File: config.mk
export PLATFORM = sky130hd
export DESIGN_NAME = stereo_sample_fifo
export DESIGN_NICKNAME = d
export VERILOG_FILES = /design/src/rtl/sfifo_pkg.sv /design/src/rtl/sfifo_store.sv /design/src/rtl/sfifo_ctrl.sv /design/src/rtl/sfifo_irq.sv /design/src/rtl/stereo_sample_fifo.sv
export SDC_FILE = /design/constraint.sdc
export NUM_CORES = 1
export LEC_CHECK = 0
export ABC_CLOCK_PERIOD_IN_PS = 13800
export BUFFER_PORTS_ARGS = -buffer_cell sky130_fd_sc_hd__buf_2
export CAP_MARGIN = 10
export CELL_PAD_IN_SITES_DETAIL_PLACEMENT = 0
export CELL_PAD_IN_SITES_GLOBAL_PLACEMENT = 1
export CORE_AREA = 2 2 158 160
export DETAILED_ROUTE_END_ITERATION = 12
export DIE_AREA = 0 0 160 162
export PLACE_DENSITY_LB_ADDON = 0.1
export SETUP_SLACK_MARGIN = 0.15
export SYNTH_ARGS = -nofsm -noshare
export SYNTH_HDL_FRONTEND = slang
export SYNTH_HIERARCHICAL = 1
export SYNTH_SLANG_ARGS = --single-unit
File: constraint.sdc
create_clock -name clk -period 13.8 [get_ports clk]
set_clock_uncertainty 0.2 [all_clocks]
set_input_delay 2.07 -clock clk [delete_from_list [all_inputs] [get_ports clk]]
set_output_delay 2.07 -clock clk [all_outputs]
set_load 0.005 [all_outputs]
File: src/rtl/sfifo_pkg.sv
// Package: shared interrupt mode encoding and threshold decode for the
// stereo sample FIFO. Assumes DEPTH is even and at least 2.
package sfifo_pkg;

    typedef enum logic [1:0] {
        IRQ_HALF  = 2'b00,
        IRQ_WHOLE = 2'b01,
        IRQ_ONE   = 2'b10,
        IRQ_RSVD  = 2'b11
    } irq_mode_e;

    // Returns the pair count at which the request rises for a mode.
    function automatic int unsigned irq_threshold(input irq_mode_e mode,
                                                  input int unsigned depth);
        case (mode)
            IRQ_WHOLE: return depth;
            IRQ_ONE:   return 1;
            default:   return depth / 2;
        endcase
    endfunction

endpackage

File: src/rtl/sfifo_store.sv
// Storage array: DEPTH entries of one stereo pair each, one write port and
// one combinational read port. Assumes the controller never writes and reads
// the same slot expecting the new value in the same cycle.
module sfifo_store #(
    parameter int SAMPLE_W = 24,
    parameter int DEPTH    = 4,
    localparam int PTR_W   = $clog2(DEPTH),
    localparam int PAIR_W  = 2 * SAMPLE_W
) (
    input  logic              clk,
    input  logic              rst_n,
    input  logic              we,
    input  logic [PTR_W-1:0]  waddr,
    input  logic [PAIR_W-1:0] wdata,
    input  logic [PTR_W-1:0]  raddr,
    output logic [PAIR_W-1:0] rdata
);

    logic [PAIR_W-1:0] slot [DEPTH];

    for (genvar g = 0; g < DEPTH; g++) begin : g_slot
        // Holds one pair; loads when its address is written.
        always_ff @(posedge clk) begin
            if (!rst_n) begin
                slot[g] <= '0;
            end else if (we && (waddr == PTR_W'(g))) begin
                slot[g] <= wdata;
            end
        end
    end

    // Presents the slot addressed by the read pointer.
    always_comb begin
        rdata = slot[raddr];
    end

endmodule

File: src/rtl/sfifo_ctrl.sv
// Queue controller: owns pointers, fill count and the full flag, and decides
// between appending and overwriting the newest slot. Assumes DEPTH is a
// power of two so pointers wrap naturally.
module sfifo_ctrl #(
    parameter int DEPTH   = 4,
    localparam int PTR_W  = $clog2(DEPTH),
    localparam int CNT_W  = $clog2(DEPTH + 1)
) (
    input  logic             clk,
    input  logic             rst_n,
    input  logic             clr,
    input  logic             wr_valid,
    input  logic             rd_strobe,
    output logic             we,
    output logic [PTR_W-1:0] waddr,
    output logic [PTR_W-1:0] raddr,
    output logic             pop,
    output logic [CNT_W-1:0] count,
    output logic             full_flag
);

    logic [PTR_W-1:0] wr_ptr;
    logic [PTR_W-1:0] rd_ptr;
    logic             push;
    logic             at_cap;
    logic             empty;
    logic             overwrite;
    logic             append;

    // Classifies this cycle's request into pop, append or overwrite.
    always_comb begin
        at_cap    = (count == CNT_W'(DEPTH));
        empty     = (count == '0);
        pop       = rd_strobe && !empty && !clr;
        push      = wr_valid && !clr;
        overwrite = push && at_cap && !pop;
        append    = push && !overwrite;
        we        = push;
        waddr     = overwrite ? (wr_ptr - 1'b1) : wr_ptr;
        raddr     = rd_ptr;
    end

    // Advances the tail pointer on each append.
    always_ff @(posedge clk) begin
        if (!rst_n || clr) begin
            wr_ptr <= '0;
        end else if (append) begin
            wr_ptr <= wr_ptr + 1'b1;
        end
    end

    // Advances the head pointer on each accepted read.
    always_ff @(posedge clk) begin
        if (!rst_n || clr) begin
            rd_ptr <= '0;
        end else if (pop) begin
            rd_ptr <= rd_ptr + 1'b1;
        end
    end

    // Tracks the number of stored pairs.
    always_ff @(posedge clk) begin
        if (!rst_n || clr) begin
            count <= '0;
        end else if (append && !pop) begin
            count <= count + 1'b1;
        end else if (pop && !append) begin
            count <= count - 1'b1;
        end
    end

    // Full flag: set on reaching capacity or overwriting, cleared by reads.
    always_ff @(posedge clk) begin
        if (!rst_n || clr) begin
            full_flag <= 1'b0;
        end else if (pop) begin
            full_flag <= 1'b0;
        end else if (overwrite || (append && count == CNT_W'(DEPTH - 1))) begin
            full_flag <= 1'b1;
        end
    end

endmodule

File: src/rtl/sfifo_irq.sv
// Interrupt decode: compares the fill count against the threshold picked by
// the mode input. Purely combinational; assumes count never exceeds DEPTH.
module sfifo_irq #(
    parameter int DEPTH  = 4,
    localparam int CNT_W = $clog2(DEPTH + 1)
) (
    input  logic [1:0]       mode,
    input  logic [CNT_W-1:0] count,
    output logic             req
);
    import sfifo_pkg::*;

    logic [CNT_W-1:0] thr;

    // Raises the request while the count is at or above the threshold.
    always_comb begin
        thr = CNT_W'(irq_threshold(irq_mode_e'(mode), DEPTH));
        req = (count >= thr);
    end

endmodule

File: src/rtl/stereo_sample_fifo.sv
// Top: stereo sample FIFO with selectable threshold interrupt and
// overwrite-newest on overflow. Read data is registered and held between
// reads. Assumes DEPTH is a power of two, at least 2.
module stereo_sample_fifo #(
    parameter int SAMPLE_W = 24,
    parameter int DEPTH    = 4,
    localparam int CNT_W   = $clog2(DEPTH + 1)
) (
    input  logic                clk,
    input  logic                rst_n,
    input  logic                clr,
    input  logic [1:0]          irq_mode,
    input  logic                wr_valid,
    input  logic [SAMPLE_W-1:0] wr_left,
    input  logic [SAMPLE_W-1:0] wr_right,
    input  logic                rd_strobe,
    output logic [SAMPLE_W-1:0] rd_left,
    output logic [SAMPLE_W-1:0] rd_right,
    output logic [CNT_W-1:0]    level,
    output logic                full,
    output logic                irq
);

    localparam int PTR_W  = $clog2(DEPTH);
    localparam int PAIR_W = 2 * SAMPLE_W;

    logic             we;
    logic [PTR_W-1:0] waddr;
    logic [PTR_W-1:0] raddr;
    logic             pop;
    logic [PAIR_W-1:0] head_pair;

    sfifo_ctrl #(.DEPTH(DEPTH)) u_ctrl (
        .clk       (clk),
        .rst_n     (rst_n),
        .clr       (clr),
        .wr_valid  (wr_valid),
        .rd_strobe (rd_strobe),
        .we        (we),
        .waddr     (waddr),
        .raddr     (raddr),
        .pop       (pop),
        .count     (level),
        .full_flag (full)
    );

    sfifo_store #(.SAMPLE_W(SAMPLE_W), .DEPTH(DEPTH)) u_store (
        .clk   (clk),
        .rst_n (rst_n),
        .we    (we),
        .waddr (waddr),
        .wdata ({wr_left, wr_right}),
        .raddr (raddr),
        .rdata (head_pair)
    );

    sfifo_irq #(.DEPTH(DEPTH)) u_irq (
        .mode  (irq_mode),
        .count (level),
        .req   (irq)
    );

    // Captures the oldest pair on each accepted read and holds it.
    always_ff @(posedge clk) begin
        if (!rst_n) begin
            rd_left  <= '0;
            rd_right <= '0;
        end else if (pop) begin
            rd_left  <= head_pair[PAIR_W-1:SAMPLE_W];
            rd_right <= head_pair[SAMPLE_W-1:0];
        end
    end

endmodule

==> qor.txt, run 1 <==
Outcome -> finished clean
Leakage -> 4.58 nW
Layout area overhead -> 15.1%
GP Congestion -> 0.683
ANT nets after route -> 0
Via count -> 5726
CP max FO -> 2
Share of post-route cells with drive strength above 1 -> 26.7%
CP Capture Type -> output pin
Max clock buf depth -> 3
Clock buffer count from CTS -> 27
Max transition margin -> 19.6%
Filler cells -> 2132
Post-Syn Instances -> 691
Synth Register Bits -> 248
Port bufs -> 107
Iter 0 DRT Violations -> 311
Final net count -> 853
RSZ-0062 raised after global routing -> false
Compound-cell area share of the yosys netlist -> 0.937%
Io pins -> 108
Fin crit share -> 38.9%
Seq/Total Area, Yosys -> 64.5%
Placed Instances -> 1086
Peak supply drop -> 0.0921 mV
Post-Syn Area -> 10700 sq um
Synth top area share -> 54.0%
Req. time, crit path -> 11530 ps
Wire length per cell -> 19.2 um
Ys flop type -> edfxtp_1
Die Y -> 162 um
Final hold violation count -> 0
Synthesized-area fraction occupied by adder cells -> 0.890%
Crit path DAT -> 3100 ps
Clk sinks -> 248
Clk Latency, worst-skew pair -> 530 ps
Post-Route Setup TNS -> 0 ps
Core area -> 24100 sq um
Synth async-reset ratio -> 0%
Synth Area in Simple Gates -> 15.7%
Top post-synthesis cells by area -> edfxtp_1 54%, and2_1 11%, dfxtp_1 10%
Yosys warns -> 6
FMAX -> 186 MHz
Sw Pwr -> 337 uW
# hold bufs at CTS -> 0
Initial Util -> 44.3%
Clk pwr share -> 42.4%
DP HPWL -> 11900 um
Final non-filler cell total -> 1138
Net Sw Frac -> 20.9%
CP Launch Type -> input pin
Reg power frac -> 52.4%
Final Max Tran Viols -> 0
Chip width -> 160 um
Largest net degree at the start of global routing -> 58
Comb pwr share -> 5.1%
Router iterations before antenna repair -> 5
Post-CTS setup buffer count -> 0
Routed wire length -> 21800 um
Number of max-cap violations -> 0
Die Area -> 25900 sq um
Main combinational cell family by area after synthesis -> simple AND/OR/NAND/NOR gates
Antenna violations before repair -> 2
Tot GR Track Use -> 17.0%
TritonCTS clock tree -> done
Power Internal -> 1.27 mW
Vias in the first global route -> 6090
Multiplexer area fraction after synthesis -> 14.7%
Count of different cell masters after synthesis -> 38
Drt drc -> 0
Vias per cell -> 5.03
Root Driver -> clkbuf_16
PostCTS Resize Cnt -> 0
Cell Pwr Density -> 131 nW/um^2
Hold Crit Class -> register to register
Area share of xor/xnor cells in the synthesized design -> 0.410%
Post-synth EDFFs -> 192
Syn avg cell area -> 15.5 sq um
Post-layout min period -> 5370 ps
Tightest Pin Transition -> 1210 ps
H-tree levels -> 1
First-pass GRT wire length -> 33600 um
Commonest cells after routing, fill and taps aside -> 192 x and2_1, 192 x edfxtp_1, 107 x buf_2, 54 x dfxtp_1, 50 x nor2b_1
Row cnt -> 57
Setup Crit Path Kind -> input pin to output pin
Leading area contributor after synthesis -> edfxtp_1
Overflow after GRT -> 0
Pwr Total -> 1.61 mW
Post-Synthesis Net Count -> 753
Final Setup Violations -> 0
Clock Pin Slew Worst Setup and Hold Paths -> 60 ps
registers in the layout, summed over array words and instances (netlist names):
register and flops:
u_store/slot 192, rd_left 24, rd_right 24, u_ctrl/count 3, u_ctrl/raddr 2, u_ctrl/wr_ptr 2, u_ctrl/full_flag 1
final timing paths:
kind	startpoint	end	slack, ps	cells after the start
min	u_ctrl/full_flag	u_ctrl/full_flag	270	1
min reg2reg	u_ctrl/full_flag	u_ctrl/full_flag	270	1
max reg2reg	u_ctrl/count[2]	u_store/slot[3][3]	10500	6
max	irq_mode[0]	irq	8430	8
logic make-up (layout without fill, tap and decap cells):
group                      count (synthesis)  in the layout
and+or+nand+nor                          265            265
DFF                                      248            248
muxes                                     97             97
buffers and inverters                     52            173
AOI/OAI and AO/OA                         17             17
adders and majority gates                  7              7
xor gates and xnor gates                   5              5
other                                      0              2
power groups by stage:
stage	Clock [mW]	Combinational [mW]	Sequential, mW
finish	0.682	0.0825	0.843
global route	0.731	0.0903	0.846
CTS	0.699	0.0849	0.843
detailed placement	0	0.0849	0.859
global placement	0	0.0831	0.857
floorplan	0	0.0533	0.857
final cells by class:
| cell class | count | area (sq um) | share of cell area, % |
|---|---|---|---|
| antenna | 2 | 5.00 | 0.0407 |
| timing repair buffer | 113 | 581 | 4.72 |
| inverter | 10 | 38.8 | 0.315 |
| clock inverter | 16 | 129 | 1.05 |
| tap | 324 | 405 | 3.30 |
| sequential | 248 | 6890 | 56.0 |
| multi-input combinational | 391 | 3540 | 28.8 |
| clock buffer | 34 | 712 | 5.79 |
stage by stage:
step                utilization [%]  hold WS, ps  instance area (sq um)  setup WS (ps)
floorplan                         -          259                  10700           6750
global placement               47.5          249                  11500           8510
detailed placement             47.5          260                  11500           8440
CTS                            51.0          286                  12300           8440
global route                   51.0          306                  12300           8360
finish                         51.0          272                  12300           8430
synth_stat cells, types with 2 or more instances:
library cell	instances
buf_4	5
dfxtp_1	56
inv_1	10
o31ai_1	2
edfxtp_1	192
and2_1	192
nor2b_1	50
xor2_1	4
buf_2	9
mux4_2	48
nand2_1	3
mux2i_1	49
and4b_1	2
nand2b_1	2
clkbuf_2	8
clkbuf_1	14
ha_1	6
nand3_1	2
buf_6	3
nor2_1	5
buf_12	3
o21ai_0	7
a21oi_1	4
per-layer routing:
metal  wire length [um]  track usage [%]  vias up  part of all wire [%]
met4                298             3.89        0                   1.4
met5                  0                0        -                     0
met3               1180             3.17       24                   5.4
met2              11100             31.0      123                    51
met1               9170             21.0     2884                    42
li1                   -                -     2695                     -
worst max-delay path, stage by stage:
cell and delay, ps:
buf_2 90, inv_1 40, ha_1 260, inv_1 40, ha_1 260, nand2_1 60, o21ai_1 140, buf_2 130
(Power assumes the default switching activity.)
==> run 2: changes to the inputs <==
Settings changed: ABC_CLOCK_PERIOD_IN_PS 13800 to 5100.
Clock period 13.8 ns to 5.1 ns, I/O delays scaled along.
==> qor.txt, run 2 (synthesized netlist as in run 1, its figures left out) <==
Largest net degree at the start of global routing -> 49 (-16%)
Worst r2r dst -> u_store/slot[2][29]
Largest regs -> u_store/slot (192), rd_left (24), rd_right (24)
Max FFs per register -> 192 (unchanged)
CP max FO -> 30 (+28)
RSZ-0062 raised after global routing -> false
Routed wire length -> 22600 um (+3.8%)
Final Setup Violations -> 0 (unchanged)
Outcome -> finished clean
Worst Setup EP -> u_store/slot[2][29]
FMAX -> 316 MHz
Core area -> 24100 sq um (unchanged)
Share of post-route cells with drive strength above 1 -> 26.7% (-0.066 points)
Overflow after GRT -> 0 (unchanged)
Row cnt -> 57 (unchanged)
Filler cells -> 2080 (-2.4%)
Req. time, crit path -> 5110 ps (-6420 ps)
Area of the multi-input gates -> 3540 sq um (unchanged)
Crit path DAT -> 3170 ps (+70 ps)
Pwr Total -> 4.32 mW (+170%)
Max clock buf depth -> 3 (unchanged)
Layout area overhead -> 15.6%
Register area -> 6890 sq um (unchanged)
Via count -> 5701 (-0.44%)
DP HPWL -> 12900 um (+8.4%)
Reg-to-reg setup timing slack -> 1930 ps (-8570 ps)
Hold Crit Class -> register to register
H-tree levels -> 1 (unchanged)
Tightest Pin Transition -> 1130 ps (-79.9 ps)
Placed Instances -> 1088 (+0.18%)
# hold bufs at CTS -> 0 (unchanged)
Fin crit share -> 62.1%
Chip width -> 160 um (unchanged)
Cell Pwr Density -> 350 nW/um^2 (+170%)
PostCTS Resize Cnt -> 0 (unchanged)
R2R cell count -> 6 (unchanged)
Clock Pin Slew Worst Setup and Hold Paths -> 60 ps (about the same)
Tot GR Track Use -> 17.8% (+0.85 points)
CP Capture Type -> register
Die Area -> 25900 sq um (unchanged)
Worst Setup SP -> u_ctrl/count[1]
Antenna violations before repair -> 2 (unchanged)
Clock buffer count from CTS -> 27 (unchanged)
First-pass GRT wire length -> 35500 um (+5.5%)
Final Max Tran Viols -> 0 (unchanged)
Final non-filler cell total -> 1140 (+0.18%)
CP Launch Type -> register
Drt drc -> 0 (unchanged)
Die Y -> 162 um (unchanged)
Final net count -> 855 (+0.23%)
Reg2Reg Launch Point -> u_ctrl/count[1]
Wire length per cell -> 19.8 um (+3.6%)
Peak supply drop -> 0.198 mV (+110%)
Clk Latency, worst-skew pair -> 530 ps (about the same)
Final WS setup -> 1930 ps (-6500 ps)
Leakage -> 4.60 nW (+0.33%)
Iter 0 DRT Violations -> 324 (+4.2%)
Post-layout min period -> 3170 ps
GP Congestion -> 0.721 (+5.7%)
Vias in the first global route -> 6277 (+3.1%)
ANT nets after route -> 0 (unchanged)
Router iterations before antenna repair -> 4 (-1)
Post-Route Setup TNS -> 0 ps (unchanged)
Clk sinks -> 248 (unchanged)
Post-CTS setup buffer count -> 0 (unchanged)
Root Driver -> clkbuf_16
Vias per cell -> 5.00 (-0.61%)
Register with the most flip-flops -> u_store/slot
Max transition margin -> 24.9% (+5.3 points)
TritonCTS clock tree -> done
Initial Util -> 44.3% (unchanged)
Number of max-cap violations -> 0 (unchanged)
Setup Crit Path Kind -> register to register
Commonest cells after routing, fill and taps aside -> 192 x and2_1, 192 x edfxtp_1, 107 x buf_2, 54 x dfxtp_1, 50 x nor2b_1
Final hold violation count -> 0 (unchanged)
Port bufs -> 107 (unchanged)
Io pins -> 108 (unchanged)
Pre-CTS WS -> 1530 ps (-6910 ps)
## run 2: changes by cell type in the layout (fill, tap and decap cells not counted)
cell       delta
clkbuf_1      +5
clkinv_2      -5
buf_12        +4
clkbuf_8      +4
clkinv_1      -3
buf_4         -2
bufinv_16     -2
clkinv_4      +1
## run 2: final cells by class
type | count | share of cell area [%]
Sequential cell | 248 | 55.8
Clock inverter | 7 | 0.334
Clock buffer | 43 | 6.36
Multi-Input combinational cell | 391 | 28.6
Timing Repair Buffer | 115 | 5.23
Tap cell | 324 | 3.28
Inverter | 10 | 0.314
Antenna cell | 2 | 0.0405
## run 2: how the worst min path moves through the flow
stage	end	start	slack (ps)	cells past startpoint
after floorplan	u_ctrl/wr_ptr[0]	u_ctrl/wr_ptr[0]	260	2
after global placement	u_ctrl/full_flag	u_ctrl/full_flag	250	1
after detailed placement	u_ctrl/full_flag	u_ctrl/full_flag	250	1
after CTS	u_ctrl/full_flag	u_ctrl/full_flag	270	1
after global routing	u_ctrl/full_flag	u_ctrl/full_flag	310	1
final	u_ctrl/full_flag	u_ctrl/full_flag	270	1
## run 2: critical path: stages, from the launching register on
cell and delay, ps:
dfxtp_1 420, nor4b_2 490, nand3_1 190, xnor2_1 320
nand2_1 200, o21ai_4 690, buf_12 310
## run 2: metal layers
layer | track usage (%) | vias to the layer above | share of wire [%]
li1 | - | 2698 | -
met1 | 23.6 | 2841 | 45
met2 | 30.7 | 129 | 49
met3 | 2.81 | 33 | 4.3
met4 | 5.04 | 0 | 1.8
met5 | 0 | - | 0
## run 2: report_power, final
part	switching (mW)	internal, mW	leakage [nW]
Sequential	0.0270	2.25	2.45
Clock	0.752	1.05	0.408
Combinational	0.129	0.106	1.73
## run 2: per-stage QoR
stage	utilization (%)	cell area (sq um)	hold WS, ps
floorplan	-	10700	259
global placement	47.8	11500	249
detailed placement	47.8	11500	250
CTS	51.2	12300	274
global route	51.2	12300	309
finish	51.2	12400	273
==> run 3: changes to the inputs <==
Settings changed: ABC_AREA set to 1, ABC_CLOCK_PERIOD_IN_PS 5100 to 3000, CORE_AREA 2 2 158 160 to 2 2 165 167, DIE_AREA 0 0 160 162 to 0 0 167 169.
Clock period 5.1 ns to 3 ns, I/O delays scaled along.
==> qor.txt, run 3 <==
Final WS setup -> 439 ps (-1500 ps)
Fin crit share -> 85.4% (+23 points)
Setup Crit Path Kind -> register to register
Synth cell count leaders -> 360 x nand2_1, 308 x inv_1, 277 x nor2_1, 192 x edfxtp_1, 103 x nand3_1
Synth top area share -> 49.1% (-4.9 points)
Via count -> 8467 (+49%)
Number of max-cap violations -> 0 (unchanged)
Iter 0 DRT Violations -> 437 (+35%)
Router iterations before antenna repair -> 5 (+1)
Chip width -> 167 um (+4.4%)
Reg-to-reg setup timing slack -> 440 ps (-1500 ps)
Largest net degree at the start of global routing -> 100 (+100%)
Clk sinks -> 248 (unchanged)
GP Congestion -> 0.724 (+0.33%)
Post-Route Setup TNS -> 0 ps (unchanged)
Ys flop type -> edfxtp_1
Filler cells -> 2591 (+25%)
Seq/Total Area, Yosys -> 58.7% (-5.8 points)
Post-Synthesis Net Count -> 1476 (+96%)
CP Launch Type -> register
Yosys warns -> 6 (unchanged)
Top post-synthesis cells by area -> edfxtp_1 49%, nand2_1 12%, inv_1 9.9%
Vias in the first global route -> 8204 (+31%)
DP HPWL -> 15900 um (+23%)
Synth Register Bits -> 248 (unchanged)
Overflow after GRT -> 0 (unchanged)
Post-layout min period -> 2560 ps (-605 ps)
Hold Crit Class -> input pin to register
ANT nets after route -> 0 (unchanged)
Reg2Reg Launch Point -> u_ctrl/count[1]
Final net count -> 1571 (+84%)
FMAX -> 390 MHz (+24%)
Final Max Tran Viols -> 0 (unchanged)
Count of different cell masters after synthesis -> 23 (-39%)
RSZ-0062 raised after global routing -> false
Outcome -> finished clean
Tightest Pin Transition -> 661 ps (-466 ps)
Buf/Inv on CP -> 1 (unchanged)
Max FFs per register -> 192 (unchanged)
Cell Pwr Density -> 576 nW/um^2 (+65%)
Cells along the critical path -> nor2_2 -> nand4_2 -> xnor2_1 -> nand4_1 -> buf_12 -> nor2_1
Delay-heaviest family, CP -> simple AND/OR/NAND/NOR gates
WHS Endpoint -> u_store/slot[0][11]
PostCTS Resize Cnt -> 0 (unchanged)
Register with the most flip-flops -> u_store/slot
Req. time, crit path -> 3180 ps (-1930 ps)
Post-Syn Instances -> 1414 (+100%)
Crit path DAT -> 2740 ps (-430 ps)
First-pass GRT wire length -> 42600 um (+20%)
Post-Syn Area -> 11700 sq um (+9.9%)
Clk Latency, worst-skew pair -> 540 ps (about the same)
CP max stage delay -> 540 ps (-150 ps)
Drt drc -> 0 (unchanged)
Layout area overhead -> 15.4%
Row cnt -> 60 (+5.3%)
Final hold violation count -> 0 (unchanged)
Syn avg cell area -> 8.30 sq um (-46%)
Count leader, synth -> nand2_1
Share of post-route cells with drive strength above 1 -> 13.5% (-13 points)
CP Capture Type -> register
TritonCTS clock tree -> done
Root Driver -> clkbuf_16
Post-synth EDFFs -> 192 (unchanged)
Io pins -> 108 (unchanged)
CP max FO -> 23 (-23%)
Pre-CTS WS -> 334 ps (-1200 ps)
Commonest non-fill, non-tap cell in the layout -> nand2_1
Core area -> 26500 sq um (+9.9%)
Hold depth -> 3 (+2)
Routed wire length -> 26400 um (+17%)
Wire length per cell -> 14.1 um (-29%)
Hold_sp -> wr_right[11]
Synth async-reset ratio -> 0% (unchanged)
Die Area -> 28200 sq um (+8.9%)
Initial Util -> 44.3% (about the same)
Worst r2r dst -> u_store/slot[1][19]
Largest regs -> u_store/slot (192), rd_left (24), rd_right (24)
Leakage -> 6.59 nW (+44%)
Vias per cell -> 4.52 (-9.6%)
Antenna diode instance count -> 0 (-2)
Final Setup Violations -> 0 (unchanged)
Slowest CP cell -> nand4_1
Peak supply drop -> 0.343 mV (+73%)
Final Instance Area -> 13500 sq um (+9.7%)
Post-CTS setup buffer count -> 0 (unchanged)
Port bufs -> 107 (unchanged)
Clock buffer count from CTS -> 28 (+3.7%)
R2R cell count -> 6 (unchanged)
Antenna violations before repair -> 0 (-2)
Leading area contributor after synthesis -> edfxtp_1
Max transition margin -> 55.9% (+31 points)
Tot GR Track Use -> 18.8% (+0.97 points)
Max clock buf depth -> 3 (unchanged)
Die Y -> 169 um (+4.3%)
Commonest cells after routing, fill and taps aside -> 356 x nand2_1, 307 x inv_1, 277 x nor2_1, 192 x edfxtp_1, 107 x buf_2
Placed Instance Area -> 12700 sq um (+9.8%)
H-tree levels -> 1 (unchanged)
Clock Pin Slew Worst Setup and Hold Paths -> 60 ps (about the same)
# hold bufs at CTS -> 0 (unchanged)
[run 3: cell types whose count changed in the layout (fill, tap and decap cells not counted), sizes merged, moves of 3 or more]
| cell | delta |
|---|---|
| inv | +299 |
| nand4 | +5 |
| buf | +19 |
| nand2 | +357 |
| nand3 | +102 |
| nand2b | -3 |
| nor2b | -50 |
| o21ai | -7 |
| mux4 | -48 |
| nor2 | +294 |
| and2 | -192 |
| mux2i | -49 |
[run 3: final cells by class]
cell class | count | area (sq um) | area share (%)
Clock inverter | 7 | 60.1 | 0.443
Inverter | 310 | 1170 | 8.62
Sequential cell | 248 | 6890 | 50.9
Multi-Input combinational cell | 787 | 3290 | 24.3
Clock buffer | 45 | 836 | 6.17
Tap cell | 341 | 427 | 3.15
Timing Repair Buffer | 134 | 876 | 6.46
[run 3: routing by layer]
| layer | vias to the layer above | global-route usage (%) | part of all wire, % | wire length (um) |
|---|---|---|---|---|
| li1 | 4412 | - | - | - |
| met4 | 0 | 4.16 | 1.2 | 325 |
| met1 | 3872 | 24.6 | 46 | 12200 |
| met3 | 22 | 2.34 | 4.3 | 1140 |
| met2 | 161 | 33.5 | 48 | 12700 |
| met5 | - | 0 | 0 | 0 |
[run 3: worst max path at each step]
stage               startpoint                  end  slack [ps]  cells past startpoint
2_1_floorplan         wr_valid   u_store/slot[0][0]         150                      7
3_3_place_gp          wr_valid  u_store/slot[1][19]         410                      8
3_5_place_dp               clr   u_store/slot[1][9]         330                      7
4_1_cts        u_ctrl/count[1]  u_store/slot[1][16]         400                      6
5_1_grt        u_ctrl/count[1]  u_store/slot[1][19]         170                      6
6_report       u_ctrl/count[1]  u_store/slot[1][19]         440                      6
[run 3: power breakdown]
part           internal [mW]  switching [mW]
registers               3.85          0.0475
logic                  0.204           0.382
clock network           1.98            1.34
[run 3: worst register-to-register path, cell delays in order, from the launching register on]
cell and delay [ps]:
dfxtp_1 370, nor2_2 190, nand4_2 200, xnor2_1 420, nand4_1 540, buf_12 370
nor2_1 110
[run 3: kinds of logic after synthesis]
logic type / Yosys count / share of synthesized area (%)
AO/OA/AOI/OAI: 8 / 0.352
AND/OR/NAND/NOR: 768 / 26.4
XOR/XNOR: 4 / 0.299
adder cells (fa/ha/maj): 7 / 0.810
flip-flops: 248 / 58.7
buffers and inverters: 379 / 13.5
[run 3: stage by stage]
| stage | hold WS [ps] | std cells | utilization, % | total power [mW] |
|---|---|---|---|---|
| after global placement | 251 | 1820 | 47.7 | 4.56 |
| after detailed placement | 256 | 1820 | 47.7 | 4.57 |
| after floorplan | 262 | 1414 | - | 4.35 |
| after CTS | 49.5 | 1872 | 51.1 | 7.91 |
| after global routing | 73.0 | 1872 | 51.1 | 8.12 |
| final | 68.6 | 1872 | 51.1 | 7.81 |
